### src/rtl/tf_pkg.sv
package tf_pkg;
    localparam int STAT_W = 8;

    typedef struct packed {
        logic busy;
        logic ready;
        logic fault;
        logic seek;
        logic drq;
        logic err;
    } cond_t;

    typedef struct packed {
        logic pri_rd;
        logic alt_rd;
        logic cmd_wr;
    } acc_t;
endpackage

### src/rtl/tf_addr_decode.sv
module tf_addr_decode
    import tf_pkg::*;
#(
    parameter int            AW      = 3,
    parameter logic [AW-1:0] PRI_IDX = 3'd7,
    parameter logic [AW-1:0] ALT_IDX = 3'd6
) (
    input  logic          cmd_cs,
    input  logic          ctl_cs,
    input  logic [AW-1:0] reg_addr,
    input  logic          rd_stb,
    input  logic          wr_stb,
    output acc_t          acc
);
    logic only_cmd;
    logic only_ctl;

    always_comb begin
        only_cmd   = cmd_cs & ~ctl_cs;
        only_ctl   = ctl_cs & ~cmd_cs;
        acc.pri_rd = rd_stb & only_cmd & (reg_addr == PRI_IDX);
        acc.alt_rd = rd_stb & only_ctl & (reg_addr == ALT_IDX);
        acc.cmd_wr = wr_stb & only_cmd & (reg_addr == PRI_IDX);
    end
endmodule

### src/rtl/tf_status_pack.sv
module tf_status_pack
    import tf_pkg::*;
(
    input  cond_t              cond,
    output logic [STAT_W-1:0]  status
);
    // Bit positions are fixed by the host software that decodes this byte.
    always_comb begin
        status    = '0;
        status[7] = cond.busy;
        status[6] = cond.ready;
        status[5] = cond.fault;
        status[4] = cond.seek;
        status[3] = cond.drq;
        status[0] = cond.err;
    end
endmodule

### src/rtl/tf_irq_ctl.sv
module tf_irq_ctl (
    input  logic clk,
    input  logic rst,
    input  logic set_pulse,
    input  logic ack,
    output logic irq
);
    typedef struct packed {
        logic irq;
    } irq_st_t;

    irq_st_t st_d, st_q;

    always_comb begin
        st_d = st_q;
        if (set_pulse) begin
            st_d.irq = 1'b1;        // completion takes priority over acknowledge
        end else if (ack) begin
            st_d.irq = 1'b0;
        end
    end

    always_ff @(posedge clk) begin
        if (rst) begin
            st_q <= '0;
        end else begin
            st_q <= st_d;
        end
    end

    assign irq = st_q.irq;
endmodule

### src/rtl/tf_cmd_reg.sv
module tf_cmd_reg #(
    parameter int DW = 8
) (
    input  logic          clk,
    input  logic          rst,
    input  logic          wr,
    input  logic [DW-1:0] wr_data,
    output logic          start,
    output logic [DW-1:0] code
);
    typedef struct packed {
        logic [DW-1:0] code;
        logic          start;
    } cmd_st_t;

    cmd_st_t st_d, st_q;

    always_comb begin
        st_d       = st_q;
        st_d.start = wr;
        if (wr) begin
            st_d.code = wr_data;
        end
    end

    always_ff @(posedge clk) begin
        if (rst) begin
            st_q <= '0;
        end else begin
            st_q <= st_d;
        end
    end

    assign start = st_q.start;
    assign code  = st_q.code;
endmodule

### src/rtl/tf_status_cmd.sv
module tf_status_cmd
    import tf_pkg::*;
#(
    parameter int            AW      = 3,
    parameter logic [AW-1:0] PRI_IDX = 3'd7,
    parameter logic [AW-1:0] ALT_IDX = 3'd6
) (
    input  logic              clk,
    input  logic              rst,
    input  logic              cmd_cs,
    input  logic              ctl_cs,
    input  logic [AW-1:0]     reg_addr,
    input  logic              rd_stb,
    input  logic              wr_stb,
    input  logic [STAT_W-1:0] wr_data,
    output logic [STAT_W-1:0] rd_data,
    input  logic              busy_i,
    input  logic              ready_i,
    input  logic              fault_i,
    input  logic              seek_done_i,
    input  logic              drq_i,
    input  logic              err_i,
    input  logic              done_i,
    output logic              irq_o,
    output logic              start_o,
    output logic [STAT_W-1:0] code_o
);
    acc_t              acc;
    cond_t             cond;
    logic [STAT_W-1:0] status;

    tf_addr_decode #(
        .AW      (AW),
        .PRI_IDX (PRI_IDX),
        .ALT_IDX (ALT_IDX)
    ) u_dec (
        .cmd_cs   (cmd_cs),
        .ctl_cs   (ctl_cs),
        .reg_addr (reg_addr),
        .rd_stb   (rd_stb),
        .wr_stb   (wr_stb),
        .acc      (acc)
    );

    always_comb begin
        cond.busy  = busy_i;
        cond.ready = ready_i;
        cond.fault = fault_i;
        cond.seek  = seek_done_i;
        cond.drq   = drq_i;
        cond.err   = err_i;
    end

    tf_status_pack u_pack (
        .cond   (cond),
        .status (status)
    );

    tf_irq_ctl u_irq (
        .clk       (clk),
        .rst       (rst),
        .set_pulse (done_i),
        .ack       (acc.pri_rd),
        .irq       (irq_o)
    );

    tf_cmd_reg #(
        .DW (STAT_W)
    ) u_cmd (
        .clk     (clk),
        .rst     (rst),
        .wr      (acc.cmd_wr),
        .wr_data (wr_data),
        .start   (start_o),
        .code    (code_o)
    );

    // Both status ports drive the same byte; only the decode differs.
    always_comb begin
        rd_data = '0;
        if (acc.pri_rd || acc.alt_rd) begin
            rd_data = status;
        end
    end
endmodule

### config.mk
export PLATFORM = sky130hd
export DESIGN_NAME = tf_status_cmd
export DESIGN_NICKNAME = d
export VERILOG_FILES = /design/src/rtl/tf_pkg.sv /design/src/rtl/tf_addr_decode.sv /design/src/rtl/tf_status_pack.sv /design/src/rtl/tf_irq_ctl.sv /design/src/rtl/tf_cmd_reg.sv /design/src/rtl/tf_status_cmd.sv
export SDC_FILE = /design/constraint.sdc
export NUM_CORES = 1
export LEC_CHECK = 0
export ABC_AREA = 1
export BUFFER_PORTS_ARGS = -buffer_cell sky130_fd_sc_hd__buf_2
export CAP_MARGIN = 15
export CORE_MARGIN = 3
export CORE_UTILIZATION = 32
export DETAILED_ROUTE_END_ITERATION = 16
export GPL_ROUTABILITY_DRIVEN = 1
export PLACE_DENSITY = 0.67
export SLEW_MARGIN = 20
export SYNTH_ARGS = -nofsm -noshare
export SYNTH_HDL_FRONTEND = slang
export SYNTH_SLANG_ARGS = --single-unit
### constraint.sdc
create_clock -name clk -period 1 [get_ports clk]
set_input_delay 0.15 -clock clk [delete_from_list [all_inputs] [get_ports clk]]
set_output_delay 0.15 -clock clk [all_outputs]
set_load 0.02 [all_outputs]
# Word level (Yosys, flattened, before mapping)
# Cells that the tools add are included.
[totals]
elab_cells = 20
reg_bits = 10
inputBits = 24
[classes]
reduce_logical = 2
n_eq_ne = 2
bitwise = 10
muxes = 3
[ops]
columns = ["cell", "count"]
rows = [
  ["$and 1x1->1", 8],
  ["$mux 8", 1],
  ["$eq 3x3->1 const B", 2],
  ["$mux 1", 2],
  ["$not 1->1", 2],
  ["$reduce_bool 2->1", 1],
  ["$logic_or 1x1->1", 1],
]

# Depth between registers and ports, before layout
[depth]
depth_word = 6
depth_mapped = 7
depth_no_buf = 6

# Modules after synthesis
# A second synthesis with hierarchy kept.
[hier_totals]
hier_cells = 96
area_unflattened_um2 = 591.8
[by_module_without_submodules]
columns = ["module", "seq_area_each_um2", "cells_per_inst", "area_each_um2", "n_inst"]
rows = [
  ["tf_cmd_reg", 180.2, 54, 369.1, 1],
  ["tf_status_cmd", 0.0, 17, 71.3, 1],
  ["tf_status_pack", 0.0, 9, 63.8, 1],
  ["tf_addr_decode", 0.0, 11, 47.5, 1],
  ["tf_irq_ctl", 20.0, 5, 40.0, 1],
]

# Worst setup path before layout
# OpenSTA, ideal clock, no wires.
[synth_timing]
path_type = "in2out"
from = "input port ctl_cs"
to = "output port rd_data[0]"
slack_ns = 0.082
t_arrival_ns = 0.768
cell_stages = 6
path_cell_list = "inv_1 nor2_1 nand2_1 nor2_1 nor2_1 nor2_1"
[synth_between]
elab_chain_len = 6
[synth_lines]
columns = ["item", "line_no", "text"]
rows = [
  ["from (decl)", "tf_status_cmd.sv:11", "input logic ctl_cs,"],
  ["$not 1->1", "tf_addr_decode.sv:19", "only_cmd = cmd_cs & ~ctl_cs;"],
  ["$and 1x1->1", "tf_addr_decode.sv:19", ""],
  ["$and 1x1->1 (2 in a row)", "tf_addr_decode.sv:21", "acc.pri_rd = rd_stb & only_cmd & (reg_addr == PRI_IDX);"],
  ["$logic_or 1x1->1 *", "tf_status_cmd.sv:81", "if (acc.pri_rd || acc.alt_rd) begin"],
  ["$mux 8 *", "tf_status_cmd.sv:81", ""],
  ["to (decl)", "tf_status_cmd.sv:16", "output logic [STAT_W-1:0] rd_data,"],
]
# Mark *: on every way between the ends. The rest lies on a longest branch, timed or not.

# Final worst setup path
[layout_timing]
from = "input port reg_addr[0]"
to = "output port rd_data[7]"
[layout_between]
elab_chain_len = 4
[layout_lines]
columns = ["item", "line_no", "text"]
rows = [
  ["from (decl)", "tf_status_cmd.sv:12", "input logic [AW-1:0] reg_addr,"],
  ["$eq 3x3->1, on equally long branches", "tf_addr_decode.sv:21, tf_addr_decode.sv:22", ""],
  ["$and 1x1->1, on equally long branches", "tf_addr_decode.sv:21, tf_addr_decode.sv:22", ""],
  ["$logic_or 1x1->1 *", "tf_status_cmd.sv:81", ""],
  ["$mux 8 *", "tf_status_cmd.sv:81", ""],
]
# Marked as above.

==> results.md <==
* Worst setup margin at -0.0438 ns
* Synth-to-Final Area Change at 63.5%
* Violated checks: setup timing
* Die width at 46.1 µm
* 1st-pass router iterations at 4
* Post-DP HPWL at 933 µm
* Core area at 0.00140 mm²
* Diode count at 0
* Worst Path Arrival at 0.89 ns
* Fin cells at 141
* Pwr/cell area at 978 mW/mm²
* Num ports at 42
* Adder-cell share of the synthesized area at 0%
* Post-synthesis compound-gate area fraction at 1.95%
* Number of global-route vias before repair at 471
* CP endpoint kind: output port
* Vias at 580
* CTS Hold Bufs at 0
* Overflow after GRT at 0
* First-pass GRT wire length at 1790 µm
* Post-layout min period at 1.04 ns
* Crit share post-route at 104%
* RSZ-0062 raised after global routing: yes
* Fill count at 142
* Pins Over Slew Limit at 0
* Initial Util at 36.8%
* Routability cong. at 0.655
* Outcome: complete, but fails checks
* Initial antenna violation count at 0
* Required @ worst endpoint at 0.85 ns
* Clk_lat worst skew at 0.25 ns
* Synthesized area at 514 µm²
* Post-Synth Simple-Gate Area at 40.9%
* Rows at 13
* I/O Buffers at 39
* P_leak at 0.483 nW
* CP startpoint: reg_addr[0]
* Post-synthesis mux area share at 0%
* Final hold violation count at 0
* Die area at 0.00212 mm²
* Clk buf depth at 2
* Layout cells sized above 1 at 45.2%
* Worst Reg-to-Reg Cells at 2
* Htree depth at 1
* Setup Crit Path Kind: input port to output port
* Hold Path Depth at 2
* Seq/Total Area, Yosys at 38.9%
* Total CTS buffers at 3
* Max Clock Freq at 958 MHz
* GRT Total Usage at 11.5%
* Post-Synth XOR/XNOR Area at 0%
* Min-delay worst type: input port to flip-flop
* # clock sinks at 10
* Worst setup path endpoint: rd_data[7]
* Pre-CTS setup slack at -0.148 ns
* Drc violations at 0
* Setup crit start kind: input port
* Pin count of the biggest net entering global routing at 17
* CTS tree: done
* Max cap viols at 0
* Distinct cells, synth at 14
* Synth Register Bits at 10
* DIE HEIGHT at 46.1 µm
* Syn Area/Cell at 6.27 µm²
* DR iter-0 viols at 3
* Dpl cells at 137
* Worst R2R Setup Slack at 0.40 ns
* Worst r2r src: u_irq.irq
* Largest family of logic cells by synthesized area: simple AND/OR/NAND/NOR gates
* Finish-stage setup viols at 6
* WL final at 1210 µm
* RR Endpoint: u_irq.irq
* CP Max Fanout at 6
* Peak supply drop at 442 µV
* Clk root buf: clkbuf_4
* Synth warn at 0
* Layout Skew at 0 ns
* Wirelength per Cell at 8.55 µm
* Core Util, Final at 60.1%
* Via-to-Cell Ratio at 4.11
* Post-Syn Instances at 82
* # nets final at 152
* ANT nets after route at 0
* Hold_ws at 0.0800 ns
* CTS clk-pin slew, worst paths at 0.06 ns
layer usage:
metal,GRT usage [%],vias to the layer above,part of all wire [%]
met4,5.11,0,0
met2,20.1,33,44
li1,-,319,-
met5,0,-,0
met3,2.73,0,13
met1,13.1,228,44
layout by cell type (no fill, tap or decap):
cell type | synthesis | routed
buf_2 | 0 | 30
nor2_1 | 26 | 19
nand2_1 | 17 | 17
inv_1 | 17 | 16
dfxtp_1 | 10 | 10
nor2_2 | 0 | 6
buf_6 | 1 | 6
buf_4 | 2 | 6
clkbuf_4 | 0 | 3
nand3_2 | 2 | 2
nor2_4 | 1 | 2
conb_1 | 1 | 2
inv_4 | 0 | 1
nand3_1 | 1 | 1
nand3b_1 | 1 | 1
nor3_1 | 1 | 1
o21ai_0 | 1 | 1
a21oi_1 | 1 | 1
buf_12 | 0 | 1
synth_stat cells:
library cell | n | area share, %
nor2_1 | 26 | 19
inv_1 | 17 | 12
nand2_1 | 17 | 12
dfxtp_1 | 10 | 39
buf_4 | 2 | 2.9
nand3_2 | 2 | 3.9
a21oi_1 | 1 | 0.97
buf_6 | 1 | 2.2
conb_1 | 1 | 0.73
nand3_1 | 1 | 0.97
nand3b_1 | 1 | 1.5
nor2_4 | 1 | 2.2
nor3_1 | 1 | 0.97
o21ai_0 | 1 | 0.97
kinds of logic (layout without fill, tap and decap cells):
family,Yosys count,in the layout
other,1,2
AO/OA/AOI/OAI,2,2
buffers and inverters,20,63
AND/OR/NAND/NOR,49,49
flip-flops,10,10
area by class of cell:
class                   count  area, µm²  share of cell area (%)
multi-input cells          53        250                    29.8
well taps                  15       18.8                    2.23
clock buffers               3       22.5                    2.68
repair buffers             43        283                    33.6
inverters                  17       66.3                    7.89
flip-flops and latches     10        200                    23.8
sequential cells by signal, indices dropped and copies added, names as in the netlist:
register / count
u_cmd.code: 8
u_irq.irq: 1
u_cmd.start: 1
power breakdown:
group	total (W)	switching, W	internal, W	leakage, nW
clock	0.000258	0.000120	0.000138	0.0138
sequential	0.000408	0.00000298	0.000406	0.0810
combinational	0.000156	0.0000798	0.0000760	0.388
total	0.000823	0.000203	0.000620	0.483
critical path, stage by stage:
cell	delay, ns
buf_6	0.09
nand3b_1	0.17
nor2_2	0.17
nor2_4	0.07
nor2_1	0.10
buf_4	0.15
per-stage QoR:
| step | setup TNS, ns | power [W] | area, µm² |
|---|---|---|---|
| 2_1_floorplan | 0 | 0.000488 | 518 |
| 3_3_place_gp | -0.511 | 0.000549 | 741 |
| 3_5_place_dp | -0.829 | 0.000552 | 741 |
| 4_1_cts | -0.134 | 0.000831 | 795 |
| 5_1_grt | -0.381 | 0.000871 | 841 |
| 6_report | -0.170 | 0.000823 | 841 |
timing repair:
item / 4_1_cts / 5_1_grt
endpoints found under the hold margin: 0 / 0
buffers inserted: 1 / 0
setup endpoints to repair: 6 / 6
gates resized for setup: 9 / 14
pin swaps: 9 / 9
cloned: 0 / 0
worst min path at each step:
stage | start | to | slack (ns)
final | rst | u_irq.irq | 0.08
after global routing | rst | u_cmd.start | 0.08
after CTS | rst | u_irq.irq | 0.07
after detailed placement | rst | u_irq.irq | 0.34
after global placement | rst | u_irq.irq | 0.34
after floorplan | rst | u_irq.irq | 0.22
Power figures use the tool's default switching activity.
